$ cat config.mk
export PLATFORM = sky130hd
export DESIGN_NAME = boot_strap_ctrl
export DESIGN_NICKNAME = d
export VERILOG_FILES = /design/src/rtl/boot_strap_pkg.sv /design/src/rtl/strap_quantizer.sv /design/src/rtl/strap_sampler.sv /design/src/rtl/boot_sequencer.sv /design/src/rtl/boot_strap_ctrl.sv
export SDC_FILE = /design/constraint.sdc
export NUM_CORES = 1
export LEC_CHECK = 0
export BUFFER_PORTS_ARGS = -buffer_cell sky130_fd_sc_hd__buf_2
export CORE_MARGIN = 4
export CORE_UTILIZATION = 60
export CTS_BUF_LIST = sky130_fd_sc_hd__clkbuf_8
export DETAILED_ROUTE_END_ITERATION = 8
export HOLD_SLACK_MARGIN = 0.06
export MAX_ROUTING_LAYER = met4
export PLACE_DENSITY_LB_ADDON = 0.25
export SETUP_SLACK_MARGIN = 0.3
export SLEW_MARGIN = 10
export SYNTH_ARGS = -nofsm -noshare
export SYNTH_HDL_FRONTEND = slang
export SYNTH_HIERARCHICAL = 1
export SYNTH_SLANG_ARGS = --single-unit
$ cat constraint.sdc
create_clock -name clk_i -period 2.6 [get_ports clk_i]
set_input_delay 0.13 -clock clk_i [delete_from_list [all_inputs] [get_ports clk_i]]
set_output_delay 0.13 -clock clk_i [all_outputs]
set_load 0.1 [all_outputs]
$ cat src/rtl/boot_strap_pkg.sv
package boot_strap_pkg;
  typedef logic [2:0] preset_t;

  typedef enum logic [2:0] {
    MODE_NONE      = 3'd0,
    MODE_NR_MID    = 3'd1,
    MODE_NR_WIDE   = 3'd2,
    MODE_NR_CLOSE  = 3'd3,
    MODE_TONE      = 3'd4,
    MODE_PASS      = 3'd5,
    MODE_CUSTOM    = 3'd6
  } app_mode_e;

  localparam int NUM_STRAPS = 4;
  localparam int NUM_EDGES  = 5;

  // smallest code whose voltage reaches mv, full scale 1000 mV
  function automatic int unsigned edge_code(int unsigned mv, int unsigned w);
    return (mv * (32'd1 << w) + 32'd999) / 32'd1000;
  endfunction
endpackage

$ cat src/rtl/strap_quantizer.sv
module strap_quantizer
  import boot_strap_pkg::*;
#(
  parameter int ADC_W = 10
) (
  input  logic [ADC_W-1:0] code_i,
  output preset_t          preset_o
);
  localparam int unsigned GAP_MV [NUM_EDGES] = '{640, 495, 355, 215, 75};

  logic [NUM_EDGES-1:0] above;

  for (genvar k = 0; k < NUM_EDGES; k++) begin : g_edge
    localparam int unsigned EDGE = edge_code(GAP_MV[k], ADC_W);
    assign above[k] = 32'(code_i) >= EDGE;
  end

  always_comb begin
    preset_o = 3'd7;
    for (int k = NUM_EDGES - 1; k >= 0; k--) begin
      if (above[k]) preset_o = (k == 0) ? 3'd0 : 3'(k + 2);
    end
  end
endmodule

$ cat src/rtl/strap_sampler.sv
module strap_sampler
  import boot_strap_pkg::*;
#(
  parameter int ADC_W = 10,
  parameter int NUM   = NUM_STRAPS,
  localparam int IDX_W = $clog2(NUM)
) (
  input  logic                  clk_i,
  input  logic                  rst_ni,
  output logic                  adc_req_o,
  output logic [IDX_W-1:0]      adc_ch_o,
  input  logic                  adc_valid_i,
  input  logic [ADC_W-1:0]      adc_code_i,
  output logic                  cfg_valid_o,
  output logic [NUM-1:0][2:0]   preset_o
);
  logic             busy_q;
  logic [IDX_W-1:0] idx_q;
  preset_t          q_preset;
  logic             take, last;

  strap_quantizer #(.ADC_W(ADC_W)) u_quant (
    .code_i  (adc_code_i),
    .preset_o(q_preset)
  );

  assign take = busy_q && adc_valid_i;
  assign last = idx_q == IDX_W'(NUM - 1);

  always_ff @(posedge clk_i or negedge rst_ni) begin
    if (!rst_ni) begin
      busy_q <= 1'b1;
      idx_q  <= '0;
    end else if (take) begin
      if (last) busy_q <= 1'b0;
      else      idx_q  <= idx_q + 1'b1;
    end
  end

  for (genvar k = 0; k < NUM; k++) begin : g_latch
    always_ff @(posedge clk_i or negedge rst_ni) begin
      if (!rst_ni)                          preset_o[k] <= '0;
      else if (take && idx_q == IDX_W'(k)) preset_o[k] <= q_preset;
    end
  end

  assign adc_req_o   = busy_q;
  assign adc_ch_o    = idx_q;
  assign cfg_valid_o = !busy_q;

  assert_req_hold_R2: assert property (@(posedge clk_i) disable iff (!rst_ni)
    adc_req_o && !adc_valid_i |=> adc_req_o && $stable(adc_ch_o));
  assert_frozen_R3: assert property (@(posedge clk_i) disable iff (!rst_ni)
    cfg_valid_o |=> cfg_valid_o && $stable(preset_o));
  assert_order_R2: assert property (@(posedge clk_i) disable iff (!rst_ni)
    adc_req_o && adc_valid_i && adc_ch_o != IDX_W'(NUM - 1)
      |=> adc_ch_o == $past(adc_ch_o) + 1'b1);
endmodule

$ cat src/rtl/boot_sequencer.sv
module boot_sequencer
  import boot_strap_pkg::*;
#(
  parameter int TIMEOUT_CYC = 1000,
  localparam int TMR_W = $clog2(TIMEOUT_CYC + 1)
) (
  input  logic       clk_i,
  input  logic       rst_ni,
  input  logic       cfg_valid_i,
  input  preset_t    boot_preset_i,
  input  logic       spi_done_i,
  input  logic       spi_fail_i,
  input  logic       i2c_done_i,
  input  logic       i2c_fail_i,
  output logic       spi_req_o,
  output logic       i2c_req_o,
  output logic       host_wait_o,
  output logic       app_run_o,
  output logic [2:0] app_mode_o
);
  typedef enum logic [2:0] {SQ_IDLE, SQ_SPI, SQ_I2C, SQ_HOST, SQ_RUN} sq_e;

  sq_e        st_q;
  app_mode_e  mode_q;
  logic [TMR_W-1:0] tmr_q;
  logic       expired;

  assign expired = tmr_q == TMR_W'(TIMEOUT_CYC - 1);

  always_ff @(posedge clk_i or negedge rst_ni) begin
    if (!rst_ni) begin
      st_q   <= SQ_IDLE;
      mode_q <= MODE_NONE;
      tmr_q  <= '0;
    end else begin
      unique case (st_q)
        SQ_IDLE: if (cfg_valid_i) begin
          tmr_q <= '0;
          st_q  <= SQ_RUN;
          unique case (boot_preset_i)
            3'd3:    mode_q <= MODE_NR_MID;
            3'd4:    mode_q <= MODE_NR_WIDE;
            3'd5:    mode_q <= MODE_NR_CLOSE;
            3'd6:    mode_q <= MODE_TONE;
            3'd7:    mode_q <= MODE_PASS;
            default: st_q   <= SQ_SPI;
          endcase
        end
        SQ_SPI: begin
          if (spi_done_i) begin
            st_q   <= SQ_RUN;
            mode_q <= MODE_CUSTOM;
          end else if (spi_fail_i || expired) begin
            st_q  <= SQ_I2C;
            tmr_q <= '0;
          end else tmr_q <= tmr_q + 1'b1;
        end
        SQ_I2C: begin
          if (i2c_done_i) begin
            st_q   <= SQ_RUN;
            mode_q <= MODE_CUSTOM;
          end else if (i2c_fail_i || expired) begin
            st_q  <= SQ_HOST;
            tmr_q <= '0;
          end else tmr_q <= tmr_q + 1'b1;
        end
        default: ;
      endcase
    end
  end

  assign spi_req_o   = st_q == SQ_SPI;
  assign i2c_req_o   = st_q == SQ_I2C;
  assign host_wait_o = st_q == SQ_HOST;
  assign app_run_o   = st_q == SQ_RUN;
  assign app_mode_o  = mode_q;

  assert_one_owner_R11: assert property (@(posedge clk_i) disable iff (!rst_ni)
    $onehot0({spi_req_o, i2c_req_o, host_wait_o, app_run_o}));
  assert_tmr_bound_R9: assert property (@(posedge clk_i) disable iff (!rst_ni)
    32'(tmr_q) < TIMEOUT_CYC);
  assert_run_sticky_R4: assert property (@(posedge clk_i) disable iff (!rst_ni)
    app_run_o |=> app_run_o && $stable(app_mode_o));
  assert_fallback_R7: assert property (@(posedge clk_i) disable iff (!rst_ni)
    $fell(spi_req_o) |-> i2c_req_o || app_run_o);
  assert_host_sticky_R8: assert property (@(posedge clk_i) disable iff (!rst_ni)
    host_wait_o |=> host_wait_o);
endmodule

$ cat src/rtl/boot_strap_ctrl.sv
module boot_strap_ctrl
  import boot_strap_pkg::*;
#(
  parameter int ADC_W       = 10,
  parameter int TIMEOUT_CYC = 1000
) (
  input  logic             clk_i,
  input  logic             rst_ni,
  output logic             adc_req_o,
  output logic [1:0]       adc_ch_o,
  input  logic             adc_valid_i,
  input  logic [ADC_W-1:0] adc_code_i,
  output logic             spi_req_o,
  input  logic             spi_done_i,
  input  logic             spi_fail_i,
  output logic             i2c_req_o,
  input  logic             i2c_done_i,
  input  logic             i2c_fail_i,
  output logic             host_wait_o,
  output logic             app_run_o,
  output logic [2:0]       app_mode_o,
  output logic             cfg_valid_o,
  output logic [2:0]       clk_preset_o,
  output logic [2:0]       boot_preset_o,
  output logic [2:0]       chan_preset_o,
  output logic [2:0]       mix_preset_o,
  output logic             int_osc_o
);
  logic [NUM_STRAPS-1:0][2:0] presets;

  strap_sampler #(.ADC_W(ADC_W), .NUM(NUM_STRAPS)) u_sampler (
    .clk_i      (clk_i),
    .rst_ni     (rst_ni),
    .adc_req_o  (adc_req_o),
    .adc_ch_o   (adc_ch_o),
    .adc_valid_i(adc_valid_i),
    .adc_code_i (adc_code_i),
    .cfg_valid_o(cfg_valid_o),
    .preset_o   (presets)
  );

  boot_sequencer #(.TIMEOUT_CYC(TIMEOUT_CYC)) u_seq (
    .clk_i        (clk_i),
    .rst_ni       (rst_ni),
    .cfg_valid_i  (cfg_valid_o),
    .boot_preset_i(presets[1]),
    .spi_done_i   (spi_done_i),
    .spi_fail_i   (spi_fail_i),
    .i2c_done_i   (i2c_done_i),
    .i2c_fail_i   (i2c_fail_i),
    .spi_req_o    (spi_req_o),
    .i2c_req_o    (i2c_req_o),
    .host_wait_o  (host_wait_o),
    .app_run_o    (app_run_o),
    .app_mode_o   (app_mode_o)
  );

  assign clk_preset_o  = presets[0];
  assign boot_preset_o = presets[1];
  assign chan_preset_o = presets[2];
  assign mix_preset_o  = presets[3];
  assign int_osc_o     = cfg_valid_o && presets[0] == 3'd7;

  assert_start_after_cfg_R6: assert property (@(posedge clk_i) disable iff (!rst_ni)
    (spi_req_o || app_run_o) |-> cfg_valid_o);
  assert_osc_R10: assert property (@(posedge clk_i) disable iff (!rst_ni)
    int_osc_o |-> clk_preset_o == 3'd7);
endmodule

==> results.py, run 1 <==
metrics = {
    "status": {
        "status": "complete, no violations",
    },
    "power_and_ir_drop": {
        "ir_drop_v": 0.00136,
        "p_leak_nw": 1.02,
        "power_frac_seq_pct": 30.0,
        "power_density_nw_per_um2": 1060,
        "internal_power_w": 0.000985,
        "power_w": 0.00226,
        "p_switching_w": 0.00127,
        "switching_share_pct": 56.4,
        "pwr-share-clk_pct": 17.0,
        "power_frac_comb_pct": 53.0,
    },
    "sta": {
        "skew_ns": 0.00815,
        "layout_min_cycle_time_ns": 1.91,
        "fin_crit_sh_pct": 73.6,
        "max_freq_ghz": 0.523,
        "grt_setup_unrepaired": "false",
        "hold_viol": 0,
        "relSlewSlack_pct": 55.2,
        "setup_viol": 0,
        "worst_slew_pin_slew_ns": 0.672,
        "final_max_slew_viol_count": 0,
        "final.setup.tns_ns": 0,
    },
    "setup_path": {
        "r2r_end": "u_seq/tmr_q[6]$_DFFE_PN0P_",
        "crit_path_start": "u_seq/tmr_q[0]$_DFFE_PN0P_",
        "worstRegToRegCells": 6,
        "cp_num_buf_inv": 0,
        "critPathCapture": "u_seq/tmr_q[6]$_DFFE_PN0P_",
        "slowest_delay_ns": 0.39,
        "worstSetupPathType": "reg2reg",
        "cp.required_ns": 2.78,
        "crit_family": "simple AND/OR/NAND/NOR gates",
        "startpoint_type": "flop",
        "path_max_fanout": 10,
        "cp-end-kind": "flop",
        "critical_path_arrival_ns": 2.09,
        "r2r_start": "u_seq/tmr_q[0]$_DFFE_PN0P_",
        "path_cells": "ha_1, nor4bb_1, and3_1, or2_0, nor3_1, a21o_1",
        "cp.depth": 6,
        "cp_slowest_cell": "dfrtp_1",
        "r2r_slack_ns": 0.69,
    },
    "place": {
        "gp_congestion": 0.876,
        "portBuffers": 40,
        "dp_hpwl_mm": 2.99,
        "dpl_cell_area_um2": 2010,
    },
    "clocking": {
        "cts-resized-gates": 0,
        "hold_buffers": 2,
        "cts_buffer_depth": 2,
        "post_cts_buffers": 0,
        "h-tree-depth": 2,
        "cts_tree": "done",
        "cts_root_buffer": "clkbuf_8",
        "cts_buffers": 5,
        "clk_latency_ns": 0.29,
        "cts.clk_slew.worst_paths_ns": 0.07,
        "cts.sinks": 31,
    },
    "logic_synthesis": {
        "synth-seq-cells": 31,
        "synthArstFlopShare_pct": 100,
        "yosys_most_used_dff": "dfrtp_1",
        "synth_seq_area_share_pct": 43.7,
        "yosysWarnings": 6,
        "synth.distinct_cells": 48,
        "syn_area_per_cell_um2": 9.82,
        "syn-instance-count": 181,
        "syn-cell-area_um2": 1780,
        "synth_fp_nets": 203,
        "synth-edff-count": 0,
    },
    "layout": {
        "drive_gt1_share_pct": 33.0,
        "area_growth_pct": 19.6,
        "nFillCells": 193,
        "multi_input_area_um2": 961,
        "antenna_cells": 0,
        "layout.nets": 248,
        "seq_area_um2": 781,
        "stdcell_area_um2": 2130,
    },
    "routing": {
        "drtIter0Drc": 202,
        "drtPass1Iterations": 7,
        "wl_per_cell_um": 15.5,
        "drtAntennaViolNets": 0,
        "vias_per_cell": 6.07,
        "dr_total_vias": 1566,
        "drc": 0,
        "wl_mm": 4.01,
    },
    "global_route": {
        "grt-ovfl-total": 0,
        "grt_usage_pct": 23.3,
        "grt_pass1_wl_mm": 7.10,
        "antenna_found_initial": 0,
        "grt_start_max_net_pins": 32,
        "grt_pass1_vias": 1550,
    },
    "die": {
        "fp.coreArea_um2": 2810,
        "io_pins": 41,
        "die_w_um": 62.4,
        "die_h_um": 62.4,
        "initial_core_util_pct": 63.4,
        "dieArea_um2": 3900,
        "rows": 19,
    },
    "worst_hold_path": {
        "hold_path.class": "in2reg",
    },
    "run": {
        "max_cap_viol_count": 0,
    },
}
## per-stage QoR
stage          hold slack, ns  setup WS (ns)  utilization, %  instances
2_1_floorplan          -0.166          0.261               -        181
3_3_place_gp            0.191          0.802            71.8        248
3_5_place_dp            0.204          0.720            71.8        248
4_1_cts                 0.164          0.713            75.8        258
5_1_grt                 0.235          0.504            75.8        258
6_report                0.173          0.687            75.8        258
## cell type report
| type | count | share of cell area, % |
|---|---|---|
| flip-flops and latches | 31 | 36.7 |
| clock inverters | 3 | 1.12 |
| inverters | 6 | 1.24 |
| well taps | 31 | 1.82 |
| multi-input cells | 139 | 45.2 |
| repair buffers | 43 | 10.7 |
| clock buffers | 5 | 3.24 |
## sequential cells by signal, summed over array words and instances (netlist names)
register,flops
u_sampler/adc_ch_o,2
u_sampler/adc_req_o,1
u_sampler/preset_o,12
u_seq/st_q,3
u_seq/tmr_q,10
u_seq/app_mode_o,3
## cells in the mapped netlist, types with 2 or more instances
cell,n,area (um^2)
dfrtp_1,30,751
nor2_1,18,67.6
mux2_2,15,169
nand2_1,11,41.3
o21ai_0,11,55.1
a21oi_1,10,50.1
nand3_1,8,40.0
inv_1,6,22.5
nor3_1,6,30.0
a21o_1,5,37.5
ha_1,5,62.6
nand2b_1,4,25.0
nor3b_1,4,30.0
a211oi_1,3,22.5
o22ai_1,3,18.8
o31ai_1,3,22.5
a21boi_0,2,15.0
a22o_1,2,17.5
and3_1,2,12.5
and4_1,2,17.5
buf_2,2,10.0
nand3b_1,2,15.0
o21bai_1,2,15.0
## worst reg2reg max path, cell delays in order, from the launching register on
cell and delay (ns):
dfrtp_1 0.39, ha_1 0.22, nor4bb_1 0.20, and3_1 0.38
or2_0 0.36, nor3_1 0.10, a21o_1 0.16
## power by group through the flow
stage | logic (W) | clock network [W] | registers, W
after floorplan | 0.000201 | 0 | 0.00146
after global placement | 0.00117 | 0 | 0.000678
after detailed placement | 0.00120 | 0 | 0.000686
after CTS | 0.00120 | 0.000394 | 0.000678
after global routing | 0.00125 | 0.000425 | 0.000697
final | 0.00120 | 0.000384 | 0.000677
## layer usage
layer  share of wire (%)  up-vias  wire [um]  track usage [%]
li1                    -      752          -                -
met1                  38      732       1510             25.3
met2                  53       70       2120             40.2
met3                 6.9       12        278             5.58
met4                 2.6        0        104             10.7
met5                   0        -          0                -
## cell usage in the layout (no fill, tap or decap), drive strengths merged, types with 2 or more instances in the layout
cell,synthesis,layout
a211oi,3,3
a21boi,3,3
a21o,5,5
a21oi,11,11
a22o,2,2
and3,3,3
and4,2,2
buf,4,41
clkbuf,1,5
clkinvlp,0,3
dfrtp,30,30
dlygate4sd3,0,2
ha,5,5
inv,6,6
mux2,16,16
nand2,11,11
nand2b,4,4
nand3,8,8
nand3b,2,2
nor2,18,18
nor3,6,6
nor3b,5,5
o21ai,12,12
o21bai,2,2
o22ai,3,3
o31ai,3,3
or2,2,2
## cells by family after synthesis
| kind of cell | count (synthesis) | synth area share (%) |
|---|---|---|
| buffers and inverters | 11 | 3.10 |
| flip-flops | 31 | 43.7 |
| multiplexers | 17 | 10.9 |
| XOR/XNOR | 1 | 0.493 |
| AND/OR/NAND/NOR | 66 | 19.6 |
| AO/OA/AOI/OAI | 50 | 18.6 |
| adder cells (fa/ha/maj) | 5 | 3.52 |
## worst min path at each step
| stage | slack, ns | start | end | depth (start not counted) |
|---|---|---|---|---|
| after floorplan | -0.17 | rst_ni | u_sampler/adc_ch_o[0]$_DFFE_PN0P_ | 0 |
| after global placement | 0.19 | rst_ni | u_seq/tmr_q[4]$_DFFE_PN0P_ | 1 |
| after detailed placement | 0.20 | rst_ni | u_seq/tmr_q[9]$_DFFE_PN0P_ | 1 |
| after CTS | 0.16 | spi_fail_i | u_seq/st_q[0]$_DFFE_PN0P_ | 4 |
| after global routing | 0.24 | spi_fail_i | u_seq/st_q[0]$_DFFE_PN0P_ | 4 |
| final | 0.17 | spi_fail_i | u_seq/st_q[0]$_DFFE_PN0P_ | 4 |
No activity file was read; power rests on OpenSTA's default activity.
==> run 2: changes to the inputs <==
--- a/config.mk
+++ b/config.mk
@@ -5,9 +5,10 @@
 export SDC_FILE = /design/constraint.sdc
 export NUM_CORES = 1
 export LEC_CHECK = 0
+export ABC_AREA = 1
 export BUFFER_PORTS_ARGS = -buffer_cell sky130_fd_sc_hd__buf_2
 export CORE_MARGIN = 4
-export CORE_UTILIZATION = 60
+export CORE_UTILIZATION = 51
 export CTS_BUF_LIST = sky130_fd_sc_hd__clkbuf_8
 export DETAILED_ROUTE_END_ITERATION = 8
 export HOLD_SLACK_MARGIN = 0.06
==> constraint.sdc (replaced) <==
create_clock -name clk_i -period 1.54 [get_ports clk_i]
set_input_delay 0.077 -clock clk_i [delete_from_list [all_inputs] [get_ports clk_i]]
set_output_delay 0.077 -clock clk_i [all_outputs]
set_load 0.1 [all_outputs]
==> results.py, run 2 <==
metrics = {
    "clocking": {
        "cts_root_buffer": "clkbuf_8",
        "cts_tree": "done",
        "cts.clk_slew.worst_paths_ns": 0.07,
        "cts_buffer_depth": 2,
        "clk_latency_ns": 0.29,
        "h-tree-depth": 2,
        "cts_buffers": 5,
        "cts.sinks": 31,
    },
    "logic_synthesis": {
        "syn-cell-area_um2": 1980,
        "synthArstFlopShare_pct": 100,
        "yosys_most_used_dff": "dfrtp_1",
        "synth_seq_area_share_pct": 39.2,
        "syn-instance-count": 274,
        "synth-edff-count": 0,
        "yosysWarnings": 6,
        "synth_fp_nets": 296,
        "syn_area_per_cell_um2": 7.23,
        "synth_most_common_cell": "nand2_1",
        "yosys.area.top_type": "dfrtp_1",
        "synth.distinct_cells": 30,
        "synth.top_cells.by_area": "dfrtp_1 38%, nand2_1 19%, inv_1 6.6%, nand3_1 5.6%, nor2_1 5.3%",
        "ys_top_cells_by_count": "99 x nand2_1, 35 x inv_1, 30 x dfrtp_1",
        "netlist.area_leader.share_pct": 37.9,
        "synth-seq-cells": 31,
    },
    "layout": {
        "final_cells": 386,
        "regMostFlops": "u_sampler/preset_o",
        "layout.nets": 359,
        "layout.cells.most_common": "nand2_1",
        "drive_gt1_share_pct": 46.4,
        "antenna_cells": 0,
        "area_growth_pct": 45.5,
        "final_cell_mix": "81 x nand2_1, 29 x buf_2, 27 x inv_1, 25 x dfrtp_1",
        "nFillCells": 267,
        "largest_register_ffs": 12,
        "fin_util_pct": 77.5,
        "stdcell_area_um2": 2880,
        "largestRegisters": "u_sampler/preset_o: 12 flops, u_seq/tmr_q: 10 flops",
    },
    "routing": {
        "wl_per_cell_um": 13.9,
        "drtIter0Drc": 151,
        "dr_total_vias": 1981,
        "vias_per_cell": 5.13,
        "drtAntennaViolNets": 0,
        "drc": 0,
        "wl_mm": 5.38,
        "drtPass1Iterations": 4,
    },
    "power_and_ir_drop": {
        "power_frac_comb_pct": 59.0,
        "ir_drop_v": 0.00157,
        "power_w": 0.00456,
        "power_frac_seq_pct": 26.6,
        "p_leak_nw": 1.39,
        "switching_share_pct": 56.0,
        "power_density_nw_per_um2": 1580,
        "internal_power_w": 0.00201,
        "p_switching_w": 0.00255,
        "pwr-share-clk_pct": 14.3,
    },
    "setup_path": {
        "cp.required_ns": 1.71,
        "path_cells": "ha_2, nand2_2, nor2_1, nand2_1, nor2_2, nand3_1, nand2_1, nor2_1",
        "startpoint_type": "flop",
        "critical_path_arrival_ns": 1.68,
        "cp_slowest_cell": "dfrtp_1",
        "cp-end-kind": "flop",
        "cp_num_buf_inv": 0,
        "crit_family": "simple AND/OR/NAND/NOR gates",
        "worstSetupPathType": "reg2reg",
        "path_max_fanout": 3,
        "slowest_delay_ns": 0.38,
    },
    "die": {
        "rows": 22,
        "io_pins": 41,
        "dieArea_um2": 4940,
        "fp.coreArea_um2": 3720,
        "die_w_um": 70.3,
        "die_h_um": 70.3,
        "initial_core_util_pct": 53.3,
    },
    "place": {
        "dp.cells": 364,
        "dp_hpwl_mm": 3.34,
        "gp_congestion": 0.879,
        "dpl_cell_area_um2": 2400,
        "portBuffers": 40,
    },
    "sta": {
        "layout_min_cycle_time_ns": 1.51,
        "max_freq_ghz": 0.662,
        "worst_slew_pin_slew_ns": 0.568,
        "final_max_slew_viol_count": 0,
        "setup_viol": 0,
        "hold_viol": 0,
        "relSlewSlack_pct": 62.1,
        "fin_crit_sh_pct": 98.1,
        "skew_ns": 0.0102,
        "grt_setup_unrepaired": "true",
        "whs_ns": 0.118,
    },
    "status": {
        "status": "complete, no violations",
    },
    "worst_hold_path": {
        "hold_path.class": "in2reg",
    },
    "global_route": {
        "grt_pass1_vias": 1868,
        "grt_usage_pct": 21.2,
        "antenna_found_initial": 0,
        "grt_start_max_net_pins": 25,
        "grt-ovfl-total": 0,
        "grt_pass1_wl_mm": 8.29,
    },
    "run": {
        "max_cap_viol_count": 0,
    },
}
==> run 2: final cells by class <==
| cell class | count | area (um^2) | share of cell area, % |
|---|---|---|---|
| Sequential cell | 31 | 792 | 27.5 |
| Multi-Input combinational cell | 202 | 1310 | 45.3 |
| Clock buffer | 6 | 82.6 | 2.87 |
| Timing Repair Buffer | 58 | 470 | 16.3 |
| Tap cell | 48 | 60.1 | 2.08 |
| Clock inverter | 2 | 8.76 | 0.304 |
| Inverter | 39 | 163 | 5.64 |
==> run 2: what timing repair did <==
action / in CTS / in global routing
resized for setup: 32 / 46
cloned: 1 / 0
hold buffers: 1 / 0
pin swaps: 6 / 16
setup endpoints to repair: 31 / 39
endpoints found under the hold margin: 22 / 0
setup buffers: 10 / 2
==> run 2: layer usage <==
metal | up-vias | wire length [um] | share of wire [%] | track usage (%)
met5 | - | 0 | 0 | -
met4 | 0 | 53 | 0.98 | 3.83
met3 | 8 | 249 | 4.6 | 5.04
met2 | 55 | 2830 | 53 | 35.7
met1 | 930 | 2250 | 42 | 26.1
li1 | 988 | - | - | -
==> run 2: kinds of logic (layout without fill, tap and decap cells) <==
family                     after synthesis  count (layout)  share of synthesized area (%)
DFF                                     31              31                           39.2
and+or+nand+nor                        180             181                           42.9
AOI/OAI and AO/OA                       16              16                           5.50
adders and majority gates                5               5                           3.16
buffers and inverters                   42             105                           9.22
==> run 2: final timing paths <==
kind                                                 startpoint                           endpoint  slack, ns  cells after the start
worst max-delay path                 u_seq/tmr_q[1]$_DFFE_PN0P_         u_seq/tmr_q[6]$_DFFE_PN0P_       0.03                      8
worst min-delay path                              adc_code_i[9]  u_sampler/preset_o[2]$_DFFE_PN0P_       0.12                      4
min in group asynchronous                                rst_ni  u_sampler/preset_o[0]$_DFFE_PN0P_       0.32                      2
max in group asynchronous                                rst_ni          u_seq/st_q[1]$_DFFE_PN0P_       0.67                      3
worst max register to register       u_seq/tmr_q[1]$_DFFE_PN0P_         u_seq/tmr_q[6]$_DFFE_PN0P_       0.03                      8
worst min register to register  u_seq/app_mode_o[0]$_DFFE_PN0P_    u_seq/app_mode_o[0]$_DFFE_PN0P_       0.49                      2
==> run 2: worst reg2reg max path, cell delays in order, from the launching register on <==
cell and delay (ns):
dfrtp_1 0.38, ha_2 0.21, nand2_2 0.08, nor2_1 0.19, nand2_1 0.18, nor2_2 0.16
nand3_1 0.09, nand2_1 0.08, nor2_1 0.04
==> run 2: per-stage QoR <==
| stage | TNS (ns) | setup WS [ns] |
|---|---|---|
| finish | 0 | 0.0300 |
| global route | -0.0776 | -0.0548 |
| CTS | 0 | 0.123 |
| detailed placement | 0 | 0.0603 |
| global placement | 0 | 0.102 |
| floorplan | -10.27 | -0.687 |
==> run 2: power by group through the flow <==
stage	clock network (W)	registers (W)	logic [W]
6_report	0.000654	0.00122	0.00269
5_1_grt	0.000693	0.00125	0.00281
4_1_cts	0.000661	0.00120	0.00256
3_5_place_dp	0	0.00121	0.00232
3_3_place_gp	0	0.00121	0.00230
2_1_floorplan	0	0.00247	0.000632
==> run 3: changes to the inputs <==
--- a/config.mk
+++ b/config.mk
@@ -5,10 +5,10 @@
 export SDC_FILE = /design/constraint.sdc
 export NUM_CORES = 1
 export LEC_CHECK = 0
-export ABC_AREA = 1
+export ABC_AREA = 0
 export BUFFER_PORTS_ARGS = -buffer_cell sky130_fd_sc_hd__buf_2
 export CORE_MARGIN = 4
-export CORE_UTILIZATION = 51
+export CORE_UTILIZATION = 50
 export CTS_BUF_LIST = sky130_fd_sc_hd__clkbuf_8
 export DETAILED_ROUTE_END_ITERATION = 8
 export HOLD_SLACK_MARGIN = 0.06
@@ -18,5 +18,4 @@
 export SLEW_MARGIN = 10
 export SYNTH_ARGS = -nofsm -noshare
 export SYNTH_HDL_FRONTEND = slang
-export SYNTH_HIERARCHICAL = 1
 export SYNTH_SLANG_ARGS = --single-unit
==> results.py, run 3 <==
metrics = {
    "place": {
        "preCtsSetupSlack_ns": -0.176,
        "dp.cells": 321,
        "gp_congestion": 0.964,
        "portBuffers": 40,
        "dp_hpwl_mm": 3.74,
    },
    "setup_path": {
        "worstSetupPathType": "reg2reg",
        "startpoint_type": "flop",
        "cp.required_ns": 1.76,
        "critPathCapture": "u_seq.tmr_q[8]$_DFFE_PN0P_",
        "r2r_slack_ns": -0.28,
        "worstRegToRegCells": 9,
        "path_max_fanout": 3,
        "cp-end-kind": "flop",
        "r2r_end": "u_seq.tmr_q[8]$_DFFE_PN0P_",
        "r2r_start": "u_seq.tmr_q[0]$_DFFE_PN0P_",
        "critical_path_arrival_ns": 2.04,
        "crit_path_start": "u_seq.tmr_q[0]$_DFFE_PN0P_",
    },
    "die": {
        "fp.coreArea_um2": 3420,
        "die_h_um": 68.2,
        "die_w_um": 68.2,
        "io_pins": 41,
        "rows": 21,
        "dieArea_um2": 4650,
        "initial_core_util_pct": 53.0,
    },
    "clocking": {
        "h-tree-depth": 2,
        "cts_buffer_depth": 2,
        "cts.sinks": 31,
        "cts_buffers": 5,
        "cts_tree": "done",
        "clk_latency_ns": 0.29,
        "cts.clk_slew.worst_paths_ns": 0.07,
        "cts_root_buffer": "clkbuf_8",
    },
    "logic_synthesis": {
        "yosys_most_used_dff": "dfrtp_1",
        "netlist.area_leader.share_pct": 41.5,
        "synth_most_common_cell": "dfrtp_1",
        "synth_fp_nets": 228,
        "synth-edff-count": 0,
        "yosysWarnings": 0,
        "syn-cell-area_um2": 1810,
        "synthArstFlopShare_pct": 100,
        "synth.distinct_cells": 49,
        "syn_area_per_cell_um2": 8.79,
        "synth.top_cells.by_area": "dfrtp_1 41%, o21ai_0 6.9%, nand2_1 5.6%, ha_1 3.5%, nor2_1 3.3%",
        "yosys.area.top_type": "dfrtp_1",
        "syn-instance-count": 206,
        "synth-seq-cells": 31,
        "synth_seq_area_share_pct": 42.9,
        "ys_top_cells_by_count": "30 x dfrtp_1, 27 x nand2_1, 25 x o21ai_0",
    },
    "layout": {
        "area_growth_pct": 73.5,
        "layout.cells.most_common": "buf_4",
        "layout.nets": 325,
        "largest_register_ffs": 12,
        "largestRegisters": "u_sampler.preset_o: 12 flops, u_seq.tmr_q: 10 flops",
        "fin_util_pct": 91.9,
        "regMostFlops": "u_sampler.preset_o",
        "final_cell_mix": "32 x buf_4, 29 x buf_2, 22 x dfrtp_1, 21 x buf_6, 17 x nand2_1",
        "nFillCells": 134,
        "final_cells": 350,
        "antenna_cells": 0,
        "drive_gt1_share_pct": 60.5,
    },
    "global_route": {
        "grt-ovfl-total": 0,
        "grt_pass1_vias": 2085,
        "grt_pass1_wl_mm": 9.74,
        "antenna_found_initial": 0,
        "grt_start_max_net_pins": 15,
        "grt_usage_pct": 29.4,
    },
    "routing": {
        "drc": 0,
        "dr_total_vias": 2084,
        "drtIter0Drc": 158,
        "vias_per_cell": 5.95,
        "drtAntennaViolNets": 0,
        "wl_per_cell_um": 19.5,
        "wl_mm": 6.83,
        "drtPass1Iterations": 4,
    },
    "sta": {
        "max_freq_ghz": 0.549,
        "worst_slack_ns": -0.281,
        "setup_viol": 18,
        "grt_setup_unrepaired": "true",
        "final.setup.tns_ns": -3.18,
        "fin_crit_sh_pct": 118,
        "final_max_slew_viol_count": 0,
        "hold_viol": 0,
        "layout_min_cycle_time_ns": 1.82,
        "relSlewSlack_pct": 67.3,
        "skew_ns": 0.00687,
        "worst_slew_pin_slew_ns": 0.494,
    },
    "status": {
        "status": "finished, violations left",
        "violations": "setup timing",
    },
    "power_and_ir_drop": {
        "ir_drop_v": 0.00114,
        "power_density_nw_per_um2": 1080,
        "p_leak_nw": 1.41,
        "power_w": 0.00338,
    },
    "run": {
        "max_cap_viol_count": 0,
    },
    "worst_hold_path": {
        "hold_path.class": "in2reg",
    },
}
==> run 3: cell count changes after synthesis, moves of 5 or more <==
cell,delta
nand2_1,-72
inv_1,-23
o21ai_0,+23
nand3_1,-13
nor2_1,-12
a21oi_1,+8
and3_1,+5
nor2_2,-5
==> run 3: cell type report <==
cell class	instances	area [um^2]	share of cell area (%)
flip-flops and latches	31	796	25.3
well taps	46	57.6	1.83
clock inverters	3	15.0	0.478
clock buffers	5	68.8	2.19
inverters	12	53.8	1.71
multi-input cells	156	1310	41.7
repair buffers	97	840	26.7
==> run 3: per-layer routing <==
layer	part of all wire [%]	vias up	global-route usage, %
met5	0	-	-
met4	4.0	0	15.1
met3	6.8	30	5.75
met2	52	111	51.0
met1	37	1001	31.6
li1	-	942	-
==> run 3: cells by family after synthesis <==
group | count (synthesis) | synth area share [%]
multiplexers | 6 | 3.46
flip-flops | 31 | 42.9
adder cells (fa/ha/maj) | 5 | 3.46
buffers and inverters | 19 | 4.56
XOR/XNOR | 2 | 0.968
AO/OA/AOI/OAI | 58 | 20.2
AND/OR/NAND/NOR | 85 | 24.5
==> run 3: timing repair <==
item                                    4_1_cts  5_1_grt
hold buffers                                  1        0
setup buffers                                11        8
pin swaps                                    33       15
endpoints found under the setup margin       37       41
resized for setup                            56       39
cloned                                        1        0
hold endpoints to repair                     30        0
==> run 3: power by group <==
group / switching [W] / leakage, nW / internal (W)
Sequential: 0.000101 / 0.396 / 0.000898
Clock: 0.000328 / 0.0477 / 0.000309
Combinational: 0.00106 / 0.968 / 0.000684
Total: 0.00149 / 1.41 / 0.00189
==> run 3: critical path, stage by stage (launching register included) <==
cell and delay (ns):
dfrtp_1 0.41, ha_2 0.21, buf_4 0.13, buf_6 0.10, buf_6 0.11, and3_4 0.14, and3_4 0.17, o211ai_1 0.25
a21oi_2 0.08, mux2i_1 0.13
==> run 3: metrics by stage <==
stage / area (um^2) / hold WS, ns
after floorplan: 2020 / -0.219
after global placement: 2540 / -0.0533
after detailed placement: 2540 / -0.0518
after CTS: 2920 / 0.118
after global routing: 3140 / 0.148
final: 3140 / 0.137
==> run 3: worst min path at each step <==
stage	to	startpoint	slack (ns)	cells after the start
floorplan	u_sampler.preset_o[0]$_DFFE_PN0P_	rst_ni	-0.22	0
global placement	u_seq.tmr_q[4]$_DFFE_PN0P_	rst_ni	-0.05	1
detailed placement	u_seq.tmr_q[4]$_DFFE_PN0P_	rst_ni	-0.05	1
CTS	u_sampler.adc_req_o$_DFFE_PN1P_	adc_valid_i	0.12	2
global route	u_sampler.adc_req_o$_DFFE_PN1P_	adc_valid_i	0.15	2
finish	u_sampler.adc_req_o$_DFFE_PN1P_	adc_valid_i	0.14	2
